--- config.mk ---
export PLATFORM = sky130hd
export DESIGN_NAME = pfl_offset_loader
export DESIGN_NICKNAME = d
export VERILOG_FILES = /design/src/rtl/pfl_pkg.sv /design/src/rtl/pfl_cfg_ctrl.sv /design/src/rtl/pfl_offset_bank.sv /design/src/rtl/pfl_flag_cmp.sv /design/src/rtl/pfl_offset_loader.sv
export SDC_FILE = /design/constraint.sdc
export NUM_CORES = 1
export LEC_CHECK = 0
export BUFFER_PORTS_ARGS = -buffer_cell sky130_fd_sc_hd__clkbuf_2
export CAP_MARGIN = 20
export CELL_PAD_IN_SITES_DETAIL_PLACEMENT = 2
export CELL_PAD_IN_SITES_GLOBAL_PLACEMENT = 2
export CORE_AREA = 5 5 112 114
export CTS_BUF_LIST = sky130_fd_sc_hd__clkbuf_16
export DETAILED_ROUTE_END_ITERATION = 10
export DIE_AREA = 0 0 117 119
export PLACE_DENSITY = 0.89
export RECOVER_POWER = 25
export SLEW_MARGIN = 20
export SYNTH_ARGS = -nofsm -noshare
export SYNTH_HDL_FRONTEND = slang
export SYNTH_HIERARCHICAL = 1
export SYNTH_SLANG_ARGS = --single-unit
export TNS_END_PERCENT = 5
--- constraint.sdc ---
create_clock -name clk_i -period 2.45 [get_ports clk_i]
set_clock_uncertainty 0.2 [all_clocks]
set_input_delay 0 -clock clk_i [delete_from_list [all_inputs] [get_ports clk_i]]
set_output_delay 0 -clock clk_i [all_outputs]
set_load 0.05 [all_outputs]
--- src/rtl/pfl_pkg.sv ---
package pfl_pkg;

  typedef enum logic [1:0] {
    M_SERIAL   = 2'd0,
    M_PARALLEL = 2'd1,
    M_PRESET   = 2'd2
  } load_method_e;

  function automatic int unsigned preset_offset(input logic [1:0] sel);
    case (sel)
      2'b01:   return 8;
      2'b10:   return 16;
      2'b11:   return 64;
      default: return 0;
    endcase
  endfunction

endpackage

--- src/rtl/pfl_cfg_ctrl.sv ---
module pfl_cfg_ctrl
  import pfl_pkg::*;
#(
  parameter int NUM_OFF = 4,
  parameter int OFF_W   = 10,
  localparam int SER_LEN = NUM_OFF * OFF_W,
  localparam int LDC_W   = $clog2(SER_LEN + 1),
  localparam int IDX_W   = $clog2(NUM_OFF)
) (
  input  logic             clk_i,
  input  logic             rst_ni,
  input  logic             mrst_ni,
  input  logic             ser_mode_ni,
  input  logic [1:0]       preset_sel_i,
  input  logic             ser_en_ni,
  input  logic             par_load_i,
  output logic             cfg_ld_o,
  output logic [OFF_W-1:0] cfg_val_o,
  output logic             shift_en_o,
  output logic             wr_en_o,
  output logic [IDX_W-1:0] wr_idx_o,
  output logic             done_o
);

  load_method_e method_q;
  logic [LDC_W-1:0] ld_cnt_q;

  always_ff @(posedge clk_i or negedge rst_ni) begin
    if (!rst_ni) begin
      method_q <= M_PRESET;
      ld_cnt_q <= '0;
    end else if (!mrst_ni) begin
      ld_cnt_q <= '0;
      if (!ser_mode_ni)              method_q <= M_SERIAL;
      else if (preset_sel_i == 2'b00) method_q <= M_PARALLEL;
      else                           method_q <= M_PRESET;
    end else if (shift_en_o || wr_en_o) begin
      ld_cnt_q <= ld_cnt_q + 1'b1;
    end
  end

  // preset value only when a preset is chosen; programmed modes start at 0
  assign cfg_ld_o  = !mrst_ni;
  assign cfg_val_o = (ser_mode_ni && preset_sel_i != 2'b00)
                   ? OFF_W'(preset_offset(preset_sel_i)) : '0;

  assign shift_en_o = mrst_ni && (method_q == M_SERIAL) && !ser_en_ni
                   && (ld_cnt_q < LDC_W'(SER_LEN));
  assign wr_en_o    = mrst_ni && (method_q == M_PARALLEL) && par_load_i
                   && (ld_cnt_q < LDC_W'(NUM_OFF));
  assign wr_idx_o   = ld_cnt_q[IDX_W-1:0];

  always_comb begin
    case (method_q)
      M_SERIAL:   done_o = (ld_cnt_q == LDC_W'(SER_LEN));
      M_PARALLEL: done_o = (ld_cnt_q == LDC_W'(NUM_OFF));
      default:    done_o = 1'b1;
    endcase
  end

endmodule

--- src/rtl/pfl_offset_bank.sv ---
module pfl_offset_bank #(
  parameter int NUM_OFF = 4,
  parameter int OFF_W   = 10,
  localparam int IDX_W  = $clog2(NUM_OFF)
) (
  input  logic                          clk_i,
  input  logic                          rst_ni,
  input  logic                          cfg_ld_i,
  input  logic [OFF_W-1:0]              cfg_val_i,
  input  logic                          shift_en_i,
  input  logic                          ser_data_i,
  input  logic                          wr_en_i,
  input  logic [IDX_W-1:0]              wr_idx_i,
  input  logic [OFF_W-1:0]              wr_data_i,
  output logic [NUM_OFF-1:0][OFF_W-1:0] offs_o
);

  logic [NUM_OFF-1:0] chain_in;

  for (genvar g = 0; g < NUM_OFF; g++) begin : g_off
    // register 0 is at the head of the chain, so it holds the first bits shifted
    if (g == NUM_OFF - 1) begin : g_tail
      assign chain_in[g] = ser_data_i;
    end else begin : g_link
      assign chain_in[g] = offs_o[g+1][OFF_W-1];
    end

    always_ff @(posedge clk_i or negedge rst_ni) begin
      if (!rst_ni)                                   offs_o[g] <= '0;
      else if (cfg_ld_i)                             offs_o[g] <= cfg_val_i;
      else if (shift_en_i)                           offs_o[g] <= {offs_o[g][OFF_W-2:0], chain_in[g]};
      else if (wr_en_i && wr_idx_i == IDX_W'(g))     offs_o[g] <= wr_data_i;
    end
  end

endmodule

--- src/rtl/pfl_flag_cmp.sv ---
module pfl_flag_cmp #(
  parameter int DEPTH = 1024,
  parameter int OFF_W = 10,
  localparam int CNT_W = $clog2(DEPTH + 1)
) (
  input  logic             clk_i,
  input  logic             rst_ni,
  input  logic             hold_i,
  input  logic [CNT_W-1:0] cnt_i,
  input  logic [OFF_W-1:0] x_i,
  input  logic [OFF_W-1:0] y_i,
  output logic             ae_no,
  output logic             af_no
);

  logic [CNT_W-1:0] free_cnt;
  assign free_cnt = CNT_W'(DEPTH) - cnt_i;

  always_ff @(posedge clk_i or negedge rst_ni) begin
    if (!rst_ni) begin
      ae_no <= 1'b0;
      af_no <= 1'b1;
    end else if (hold_i) begin
      ae_no <= 1'b0;
      af_no <= 1'b1;
    end else begin
      ae_no <= cnt_i    > CNT_W'(x_i);
      af_no <= free_cnt > CNT_W'(y_i);
    end
  end

endmodule

--- src/rtl/pfl_offset_loader.sv ---
module pfl_offset_loader #(
  parameter int DEPTH    = 1024,
  parameter int NUM_FIFO = 2,
  localparam int OFF_W   = $clog2(DEPTH),
  localparam int CNT_W   = $clog2(DEPTH + 1)
) (
  input  logic                           clk_i,
  input  logic                           rst_ni,
  input  logic                           mrst_ni,
  input  logic [NUM_FIFO-1:0]            prst_ni,
  input  logic                           ser_mode_ni,
  input  logic [1:0]                     preset_sel_i,
  input  logic                           ser_en_ni,
  input  logic                           ser_data_i,
  input  logic                           par_load_i,
  input  logic [OFF_W-1:0]               par_data_i,
  input  logic [NUM_FIFO-1:0][CNT_W-1:0] fill_cnt_i,
  output logic [NUM_FIFO-1:0]            almost_empty_no,
  output logic [NUM_FIFO-1:0]            almost_full_no
);

  localparam int NUM_OFF = 2 * NUM_FIFO;
  localparam int IDX_W   = $clog2(NUM_OFF);

  logic                          cfg_ld;
  logic [OFF_W-1:0]              cfg_val;
  logic                          shift_en;
  logic                          wr_en;
  logic [IDX_W-1:0]              wr_idx;
  logic                          done;
  logic [NUM_OFF-1:0][OFF_W-1:0] offs;

  pfl_cfg_ctrl #(.NUM_OFF(NUM_OFF), .OFF_W(OFF_W)) u_ctrl (
    .clk_i, .rst_ni, .mrst_ni, .ser_mode_ni, .preset_sel_i, .ser_en_ni, .par_load_i,
    .cfg_ld_o(cfg_ld), .cfg_val_o(cfg_val), .shift_en_o(shift_en),
    .wr_en_o(wr_en), .wr_idx_o(wr_idx), .done_o(done)
  );

  pfl_offset_bank #(.NUM_OFF(NUM_OFF), .OFF_W(OFF_W)) u_bank (
    .clk_i, .rst_ni, .cfg_ld_i(cfg_ld), .cfg_val_i(cfg_val),
    .shift_en_i(shift_en), .ser_data_i, .wr_en_i(wr_en), .wr_idx_i(wr_idx),
    .wr_data_i(par_data_i), .offs_o(offs)
  );

  // offset pair per FIFO: even index = almost-full (Y), odd index = almost-empty (X)
  for (genvar f = 0; f < NUM_FIFO; f++) begin : g_fifo
    pfl_flag_cmp #(.DEPTH(DEPTH), .OFF_W(OFF_W)) u_cmp (
      .clk_i, .rst_ni,
      .hold_i(!mrst_ni || !prst_ni[f]),
      .cnt_i (fill_cnt_i[f]),
      .x_i   (offs[2*f+1]),
      .y_i   (offs[2*f]),
      .ae_no (almost_empty_no[f]),
      .af_no (almost_full_no[f])
    );
  end

endmodule

==> results of run 1 <==
==> power by group through the flow <==
stage          registers (W)  clock network, W  logic, W
2_1_floorplan        0.00102                 0  0.000457
3_3_place_gp         0.00103                 0  0.000626
3_5_place_dp         0.00104                 0  0.000706
4_1_cts              0.00103          0.000829  0.000739
5_1_grt              0.00104          0.000867  0.000825
6_report             0.00103          0.000818  0.000756
==> repair_timing <==
action	in CTS	in global routing
hold buffers	14	0
setup endpoints to repair	1	41
endpoints found under the hold margin	62	0
resized for setup	3	3
==> worst max path at each step <==
stage	startpoint	endpoint	slack, ps	cells after the start
final	fill_cnt_i[15]	g_fifo[1].u_cmp/af_no$_DFF_PN1_	20	12
after global routing	fill_cnt_i[15]	g_fifo[1].u_cmp/af_no$_DFF_PN1_	-140	13
after CTS	fill_cnt_i[15]	g_fifo[1].u_cmp/af_no$_DFF_PN1_	30	12
after detailed placement	fill_cnt_i[15]	g_fifo[1].u_cmp/af_no$_DFF_PN1_	-460	11
after global placement	fill_cnt_i[15]	g_fifo[1].u_cmp/af_no$_DFF_PN1_	-160	10
after floorplan	fill_cnt_i[15]	g_fifo[1].u_cmp/af_no$_DFF_PN1_	60	9
==> metal layers <==
metal	vias to the layer above	GRT usage (%)	part of all wire (%)
li1	1724	-	-
met1	1974	27.38	39
met2	114	41.36	53
met3	48	4.057	4.0
met4	0	8.817	4.0
met5	-	0	0
==> flip-flops by register name, summed over array words and instances (netlist names) <==
signal,cells
u_bank/offs_o,40
u_ctrl/ld_cnt_q,6
g_fifo.u_cmp/ae_no,2
g_fifo.u_cmp/af_no,2
u_ctrl/method_q,2
==> area by class of cell <==
type / count / area, sq um
Tap cell: 143 / 178.9
Clock inverter: 3 / 42.54
Fill cell: 1206 / 6322
Sequential cell: 52 / 1305
Clock buffer: 5 / 125.1
Inverter: 46 / 172.7
Timing Repair Buffer: 84 / 558.0
Multi-Input combinational cell: 301 / 2616
==> worst max-delay path, delay by kind of cell <==
family	cells	cell delay, ps
and+or+nand+nor	7	1580
adders and majority gates	1	300
AOI/OAI and AO/OA	2	280
buffers and inverters	1	100
xor gates and xnor gates	1	180
==> per-stage QoR <==
stage	total power (W)	setup slack (ps)
floorplan	0.001475	58.29
global route	0.002730	-136.1
finish	0.002606	19.06
global placement	0.001659	-156.2
detailed placement	0.001744	-462.3
CTS	0.002597	30.40
==> reports/summary.txt, run 1 <==
TritonCTS clock tree: yes
Average wire per standard cell: 25.00 um
CP Capture Type: flop
Congestion Overflow GR: 0
Drt pass-1 iters: 4
RR Startpoint: u_ctrl/method_q[1]$_DFFE_PN1N_
CP Max Fanout: 2
Nets@finish: 577
Fmax: 411.4 MHz
Crit path DAT: 2450 ps
PD cells: 521.3 mW/mm^2
CTS clk-pin slew, worst paths: 70 ps
Crit-path cells: clkbuf_2 > or3_1 > nor3_4 > nand2b_1 > nor2_2 > xnor2_1 > ha_1 > and3_1 > nand3_1 > o21bai_1 > a31oi_1 > or3_1
CP max-delay cell: or3_1
Layout cells sized above 1: 21.79%
Drc violations: 0
Setup bufs post-CTS: 0
Clock share of power: 31.4%
Seq pwr share: 39.6%
Hold depth: 4
Setup TNS: 0 ps
Worst hold path class: primary input to flop
Final hold vios: 0
CP Launch Type: primary input
Net Sw Frac: 32.93%
H-tree levels: 2
Hold_sp: fill_cnt_i[5]
Die height: 119 um
Total number of vias: 3,860
Final wirelength: 15.85 mm
Via density: 6.088
Number of setup violations in the final report: 0
Post-route clock period utilization: 99.22%
Global Route Usage Sum: 23.22%
Initial DRC Count: 182
Pin count of the biggest net entering global routing: 58
R2R Path End: u_bank/offs_o[19]$_DFFE_PN0P_
Worst-Margin Slew: 1360 ps
Max-Cap Viols: 0
IO Count: 47
Vias in the first global route: 4,525
Placed Cells: 612
Ant. Diodes: 0
Gpl congestion: 0.8405
Sw power: 0.0008581 W
First-pass GRT wire length: 25.06 mm
Min-Delay Endpoint: g_fifo[0].u_cmp/af_no$_DFF_PN1_
Max Root-Sink Buffers: 2
Final design utilization: 44.15%
Cells after synthesis: 419
Status: completed
Unrepaired setup endpoints after global routing: yes
Max-slew violations: 0
Most frequent cells in the layout: dfrtp_1 (49), inv_1 (45), clkbuf_2 (45)
Core area: 0.01132 sq mm
Initial antenna violation count: 0
CTS Buf Count: 5
Required @ worst endpoint: 2470 ps
Clk Latency, worst-skew pair: 300 ps
Power Internal: 0.001748 W
Most used cell along the critical path: or3_1
Combinational fraction of design power: 29.0%
Detailed Place HPWL: 11.40 mm
Crit Path Class: primary input to flop
Max IR drop VDD: 282.2 uV
Die footprint: 0.01392 sq mm
P&R area growth vs syn: 17.02%
PortBufs: 46
Die width: 117 um
R2R Setup Slk: 130 ps
Fin Hold WS: 58.10 ps
Post-Syn Area: 0.004272 sq mm
Post-route insts no fill: 634
Initial core utilization: 37.73%
Fin area: 0.004999 sq mm
Clk root buf: clkbuf_16
Slew headroom: 9.333%
ANT nets after route: 0
Row count: 39
Min cycle time layout: 2431 ps
TritonCTS Sinks: 52
Leakage: 2.304 nW
Placed Area: 0.004669 sq mm
Commonest non-fill, non-tap cell in the layout: dfrtp_1
R2R cell count: 5
YS warnings: 6
Max stage delay on crit path: 440 ps
Avg Synthesized Cell Area: 10.19 sq um
(Power assumes the default switching activity.)
==> run 2, diff against run 1 <==
- CORE_AREA: 5 5 112 114 -> 5 5 117 119
- DIE_AREA: 0 0 117 119 -> 0 0 122 124
- PLACE_DENSITY: 0.89 -> 0.86
- clock period: 2.45 -> 2 ns (I/O delays scaled with it)
==> run 2 against run 1 <==
Effect of this change:
- the flow now finishes with violations (setup timing)
- clock-buffer cell count did not move
- first-iteration DRC count is 29% higher
- cell count rose by 9.5%
- critical endpoint unchanged
==> reports/summary.txt, run 2 (synthesis results as in run 1) <==
Average wire per standard cell: 23.27 um
CTS Buf Count: 5
FILL cells: 1,299
Min-Delay Endpoint: u_ctrl/ld_cnt_q[4]$_DFFE_PN0P_
Hold_sp: mrst_ni
Clock share of power: 27.6%
Register area: 0.001305 sq mm
Total number of vias: 3,991
Failing checks: setup timing
R2R Setup Slk: -160 ps
Die width: 122 um
P&R area growth vs syn: 25.57%
Row count: 41
Placed Area: 0.004981 sq mm
Drc violations: 0
Vias in the first global route: 4,753
Most frequent cells in the layout: buf_4 (51), dfrtp_1 (49), inv_1 (46)
Core area: 0.01247 sq mm
Dpl ws: -806.3 ps
PortBufs: 46
Max reg flops: 40
Max-Cap Viols: 0
Required @ worst endpoint: 2030 ps
Multi-input logic area: 0.002698 sq mm
Global Route Usage Sum: 22.49%
Fin area: 0.005364 sq mm
Sw power: 0.001075 W
Worst Slack Setup Final: -395.9 ps
RR Startpoint: u_ctrl/method_q[1]$_DFFE_PN1N_
Gpl congestion: 0.8834
Combinational fraction of design power: 32.2%
CP Launch Type: primary input
CP Max Fanout: 2
PD cells: 585.6 mW/mm^2
Worst hold path class: primary input to flop
H-tree levels: 2
R2R Path End: u_bank/offs_o[25]$_DFFE_PN0P_
Max Root-Sink Buffers: 2
IO Count: 47
Post-route clock period utilization: 119.8%
Worst-Margin Slew: 1345 ps
Slew headroom: 10.31%
Min cycle time layout: 2396 ps
Die height: 124 um
Layout cells sized above 1: 28.93%
Setup TNS: -4143 ps
Largest Register: u_bank/offs_o
Max IR drop VDD: 340.1 uV
Seq pwr share: 40.2%
Ant. Diodes: 0
Final design utilization: 43.03%
Congestion Overflow GR: 0
Die footprint: 0.01513 sq mm
Pin count of the biggest net entering global routing: 39
Crit path DAT: 2420 ps
First-pass GRT wire length: 26.18 mm
Power Internal: 0.002067 W
Drt pass-1 iters: 5
Largest regs: u_bank/offs_o x40, u_ctrl/ld_cnt_q x6
CP Capture Type: flop
Final hold vios: 0
Commonest non-fill, non-tap cell in the layout: buf_4
Initial core utilization: 34.27%
Status: finished with violations
Leakage: 2.481 nW
R2R cell count: 5
Final wirelength: 16.15 mm
TritonCTS Sinks: 52
Via density: 5.751
Hold depth: 4
Fmax: 417.4 MHz
CTS clk-pin slew, worst paths: 70 ps
Number of setup violations in the final report: 42
Clk Latency, worst-skew pair: 300 ps
Detailed Place HPWL: 12.37 mm
Initial antenna violation count: 0
Max-slew violations: 0
Initial DRC Count: 235
Crit Path Class: primary input to flop
Unrepaired setup endpoints after global routing: yes
Clk root buf: clkbuf_16
TritonCTS clock tree: yes
Net Sw Frac: 34.22%
ANT nets after route: 0
Nets@finish: 608
==> run 2: cell types whose count changed in the layout (fill, tap and decap cells not counted), moves of 3 or more <==
| cell | delta |
|---|---|
| or3_1 | -3 |
| nor3_1 | -3 |
| buf_4 | +29 |
| buf_12 | +3 |
| or3_4 | +3 |
==> run 2: power groups by stage <==
stage	clock network, W	logic [W]	registers (W)
2_1_floorplan	0	0.000560	0.00125
3_3_place_gp	0	0.000825	0.00126
3_5_place_dp	0	0.000933	0.00127
4_1_cts	0.000889	0.000994	0.00126
5_1_grt	0.000927	0.00111	0.00127
6_report	0.000866	0.00101	0.00126
==> run 2: worst max-delay path: stages <==
cell and delay (ps):
clkbuf_2 100, or3_4 410, nor3_4 190, nand2b_1 150, nor2_1 140, xnor2_1 150, ha_1 280, and3_1 220
nand3_1 120, o21bai_1 150, a31oi_1 130, or3_4 390
==> run 2: repair_timing <==
item	CTS	global route
hold buffers	13	0
pin swaps	18	13
hold endpoints to repair	60	0
resized for setup	17	9
buffers inserted	1	0
setup endpoints to repair	42	46
cloned	0	0
==> run 2: final cells by class <==
type                            instances  area share (%)
Clock buffer                            5           2.333
Clock inverter                          3          0.2799
Inverter                               46           3.219
Multi-Input combinational cell        301           50.29
Sequential cell                        52           24.33
Tap cell                              172           4.012
Timing Repair Buffer                  115           15.54
==> run 2: worst max path at each step <==
stage	endpoint	startpoint
5_1_grt	g_fifo[1].u_cmp/af_no$_DFF_PN1_	fill_cnt_i[15]
3_5_place_dp	g_fifo[1].u_cmp/af_no$_DFF_PN1_	fill_cnt_i[15]
4_1_cts	g_fifo[1].u_cmp/af_no$_DFF_PN1_	fill_cnt_i[15]
6_report	g_fifo[1].u_cmp/af_no$_DFF_PN1_	fill_cnt_i[15]
2_1_floorplan	g_fifo[1].u_cmp/af_no$_DFF_PN1_	fill_cnt_i[15]
3_3_place_gp	g_fifo[1].u_cmp/af_no$_DFF_PN1_	fill_cnt_i[15]
==> run 2: metal layers <==
metal,track usage (%),vias up,wire [um],share of wire (%)
li1,-,1794,-,-
met1,25.57,2018,6277,39
met2,41.44,128,8597,53
met3,3.860,51,705,4.4
met4,9.664,0,570,3.5
met5,0,-,0,0
==> run 2: through the flow <==
stage                     hold slack (ps)  power (W)  cells
after floorplan                    -495.6   0.001807    425
after global placement             -188.7   0.002089    672
after detailed placement           -166.1   0.002202    672
after CTS                           37.31   0.003142    694
after global routing                57.60   0.003308    694
final                               26.84   0.003141    694
==> run 3, diff against run 2 <==
- CTS_BUF_LIST: sky130_fd_sc_hd__clkbuf_16 -> not set
==> run 3 against run 2 <==
Effect of this change:
- power up 2.3%
- highest routed layer unchanged
- largest cell class unchanged
- die area unchanged
- combinational power about the same
- the flow still finishes with violations (setup timing)
- critical path type unchanged
- utilization up 0.55 points
- first-iteration DRC count down 1.3%
- sequential power about the same
==> reports/summary.txt, run 3 (synthesis results as in run 1) <==
Status: finished with violations
Final design utilization: 43.58%
Drt pass-1 iters: 4
Congestion Overflow GR: 0
Max Root-Sink Buffers: 2
Placed Cells: 672
Largest regs: u_bank/offs_o x40, u_ctrl/ld_cnt_q x6
Die height: 124 um
Final wirelength: 16.73 mm
Post-route clock period utilization: 119.9%
FILL cells: 1,305
ANT nets after route: 0
Nets@finish: 611
Die width: 122 um
Leakage: 2.509 nW
Total power: 0.003214 W
Pin count of the biggest net entering global routing: 39
Total number of vias: 3,993
Initial core utilization: 34.27%
Failing checks: setup timing
Clk Latency, worst-skew pair: 310 ps
CTS Buf Count: 5
Most frequent cells in the layout: buf_4 (51), dfrtp_1 (49), inv_1 (45)
Row count: 41
Min cycle time layout: 2398 ps
Max-Cap Viols: 0
Layout cells sized above 1: 29.90%
Max reg flops: 40
Global Route Usage Sum: 22.46%
Unrepaired setup endpoints after global routing: yes
Initial DRC Count: 232
Slew headroom: 9.598%
P&R area growth vs syn: 27.18%
Crit Path Class: primary input to flop
Worst-Margin Slew: 1356 ps
Largest Register: u_bank/offs_o
Ant. Diodes: 0
Number of setup violations in the final report: 40
Post-route insts no fill: 697
Worst hold path class: primary input to flop
Final hold vios: 0
Max-slew violations: 0
First-pass GRT wire length: 26.15 mm
PD cells: 591.7 mW/mm^2
Required @ worst endpoint: 2030 ps
Commonest non-fill, non-tap cell in the layout: buf_4
Worst Slack Setup Final: -398.2 ps
Vias in the first global route: 4,711
CP Max Fanout: 2
Clk root buf: clkbuf_16
CTS clk-pin slew, worst paths: 70 ps
Core area: 0.01247 sq mm
IO Count: 47
H-tree levels: 2
Fin Hold WS: 27.83 ps
Initial antenna violation count: 0
Fmax: 417.0 MHz
Drc violations: 0
PortBufs: 46
Average wire per standard cell: 24.01 um
Detailed Place HPWL: 12.37 mm
TritonCTS clock tree: yes
CP Launch Type: primary input
Gpl congestion: 0.8834
Crit path DAT: 2430 ps
TritonCTS Sinks: 52
Max IR drop VDD: 326.5 uV
Via density: 5.729
CP Capture Type: flop
Die footprint: 0.01513 sq mm
==> run 3: where the power goes <==
part	internal [W]	leakage, nW	switching, W	total, W
Clock	0.000500	0.0701	0.000416	0.000916
Combinational	0.000470	1.78	0.000564	0.00103
Sequential	0.00115	0.657	0.000114	0.00126
==> run 3: final timing paths <==
path                                                 from                               to  slack, ps  cells past startpoint
max                                        fill_cnt_i[15]  g_fifo[1].u_cmp/af_no$_DFF_PN1_       -400                     12
min                                               mrst_ni   u_ctrl/ld_cnt_q[4]$_DFFE_PN0P_         30                      4
max reg2reg                u_ctrl/method_q[1]$_DFFE_PN1N_    u_bank/offs_o[21]$_DFFE_PN0P_       -180                      5
min reg2reg                  u_bank/offs_o[9]$_DFFE_PN0P_     u_bank/offs_o[9]$_DFFE_PN0P_        330                      1
max in group asynchronous                          rst_ni  g_fifo[0].u_cmp/af_no$_DFF_PN1_        380                      3
min in group asynchronous                          rst_ni   u_ctrl/method_q[0]$_DFFE_PN0N_        330                      2
==> run 3: critical path, stage by stage <==
cell and delay (ps):
clkbuf_2 100, or3_4 410, nor3_4 190, nand2b_1 140
nor2_1 140, xnor2_1 160, ha_1 280, and3_1 220
nand3_1 130, o21bai_1 150, a31oi_1 120, or3_4 390
==> run 3: through the flow <==
step                      setup TNS [ps]  setup slack, ps  cell area, sq um
final                              -4028           -398.2              5433
after global routing               -7050           -528.4              5433
after CTS                          -3344           -367.2              5340
after detailed placement           -6330           -806.3              4981
after global placement             -2674           -582.2              4981
after floorplan                   -578.0           -390.5              4299
==> run 3: cell type report <==
cell class                 count  area (sq um)  share of cell area [%]
timing repair buffer         118         867.1                   15.96
sequential                    52          1305                   24.02
multi-input combinational    301          2723                   50.12
tap                          172         215.2                   3.961
inverter                      46         172.7                   3.178
clock inverter                 1         7.507                  0.1382
clock buffer                   7         142.6                   2.626
==> run 3: timing repair <==
action                     4_1_cts  5_1_grt
hold endpoints to repair        60        0
setup endpoints to repair       42       46
resized for setup               17       17
pin swaps                       20       17
setup buffers                    1        3
hold buffers                    13        0
==> run 3: metal layers <==
metal	vias up	routed length, um	track usage (%)	part of all wire (%)
met1	2055	6666	26.01	40
met3	40	576	3.542	3.4
met5	-	0	0	0
li1	1801	-	-	-
met2	97	8964	41.06	54
met4	0	527	9.594	3.1
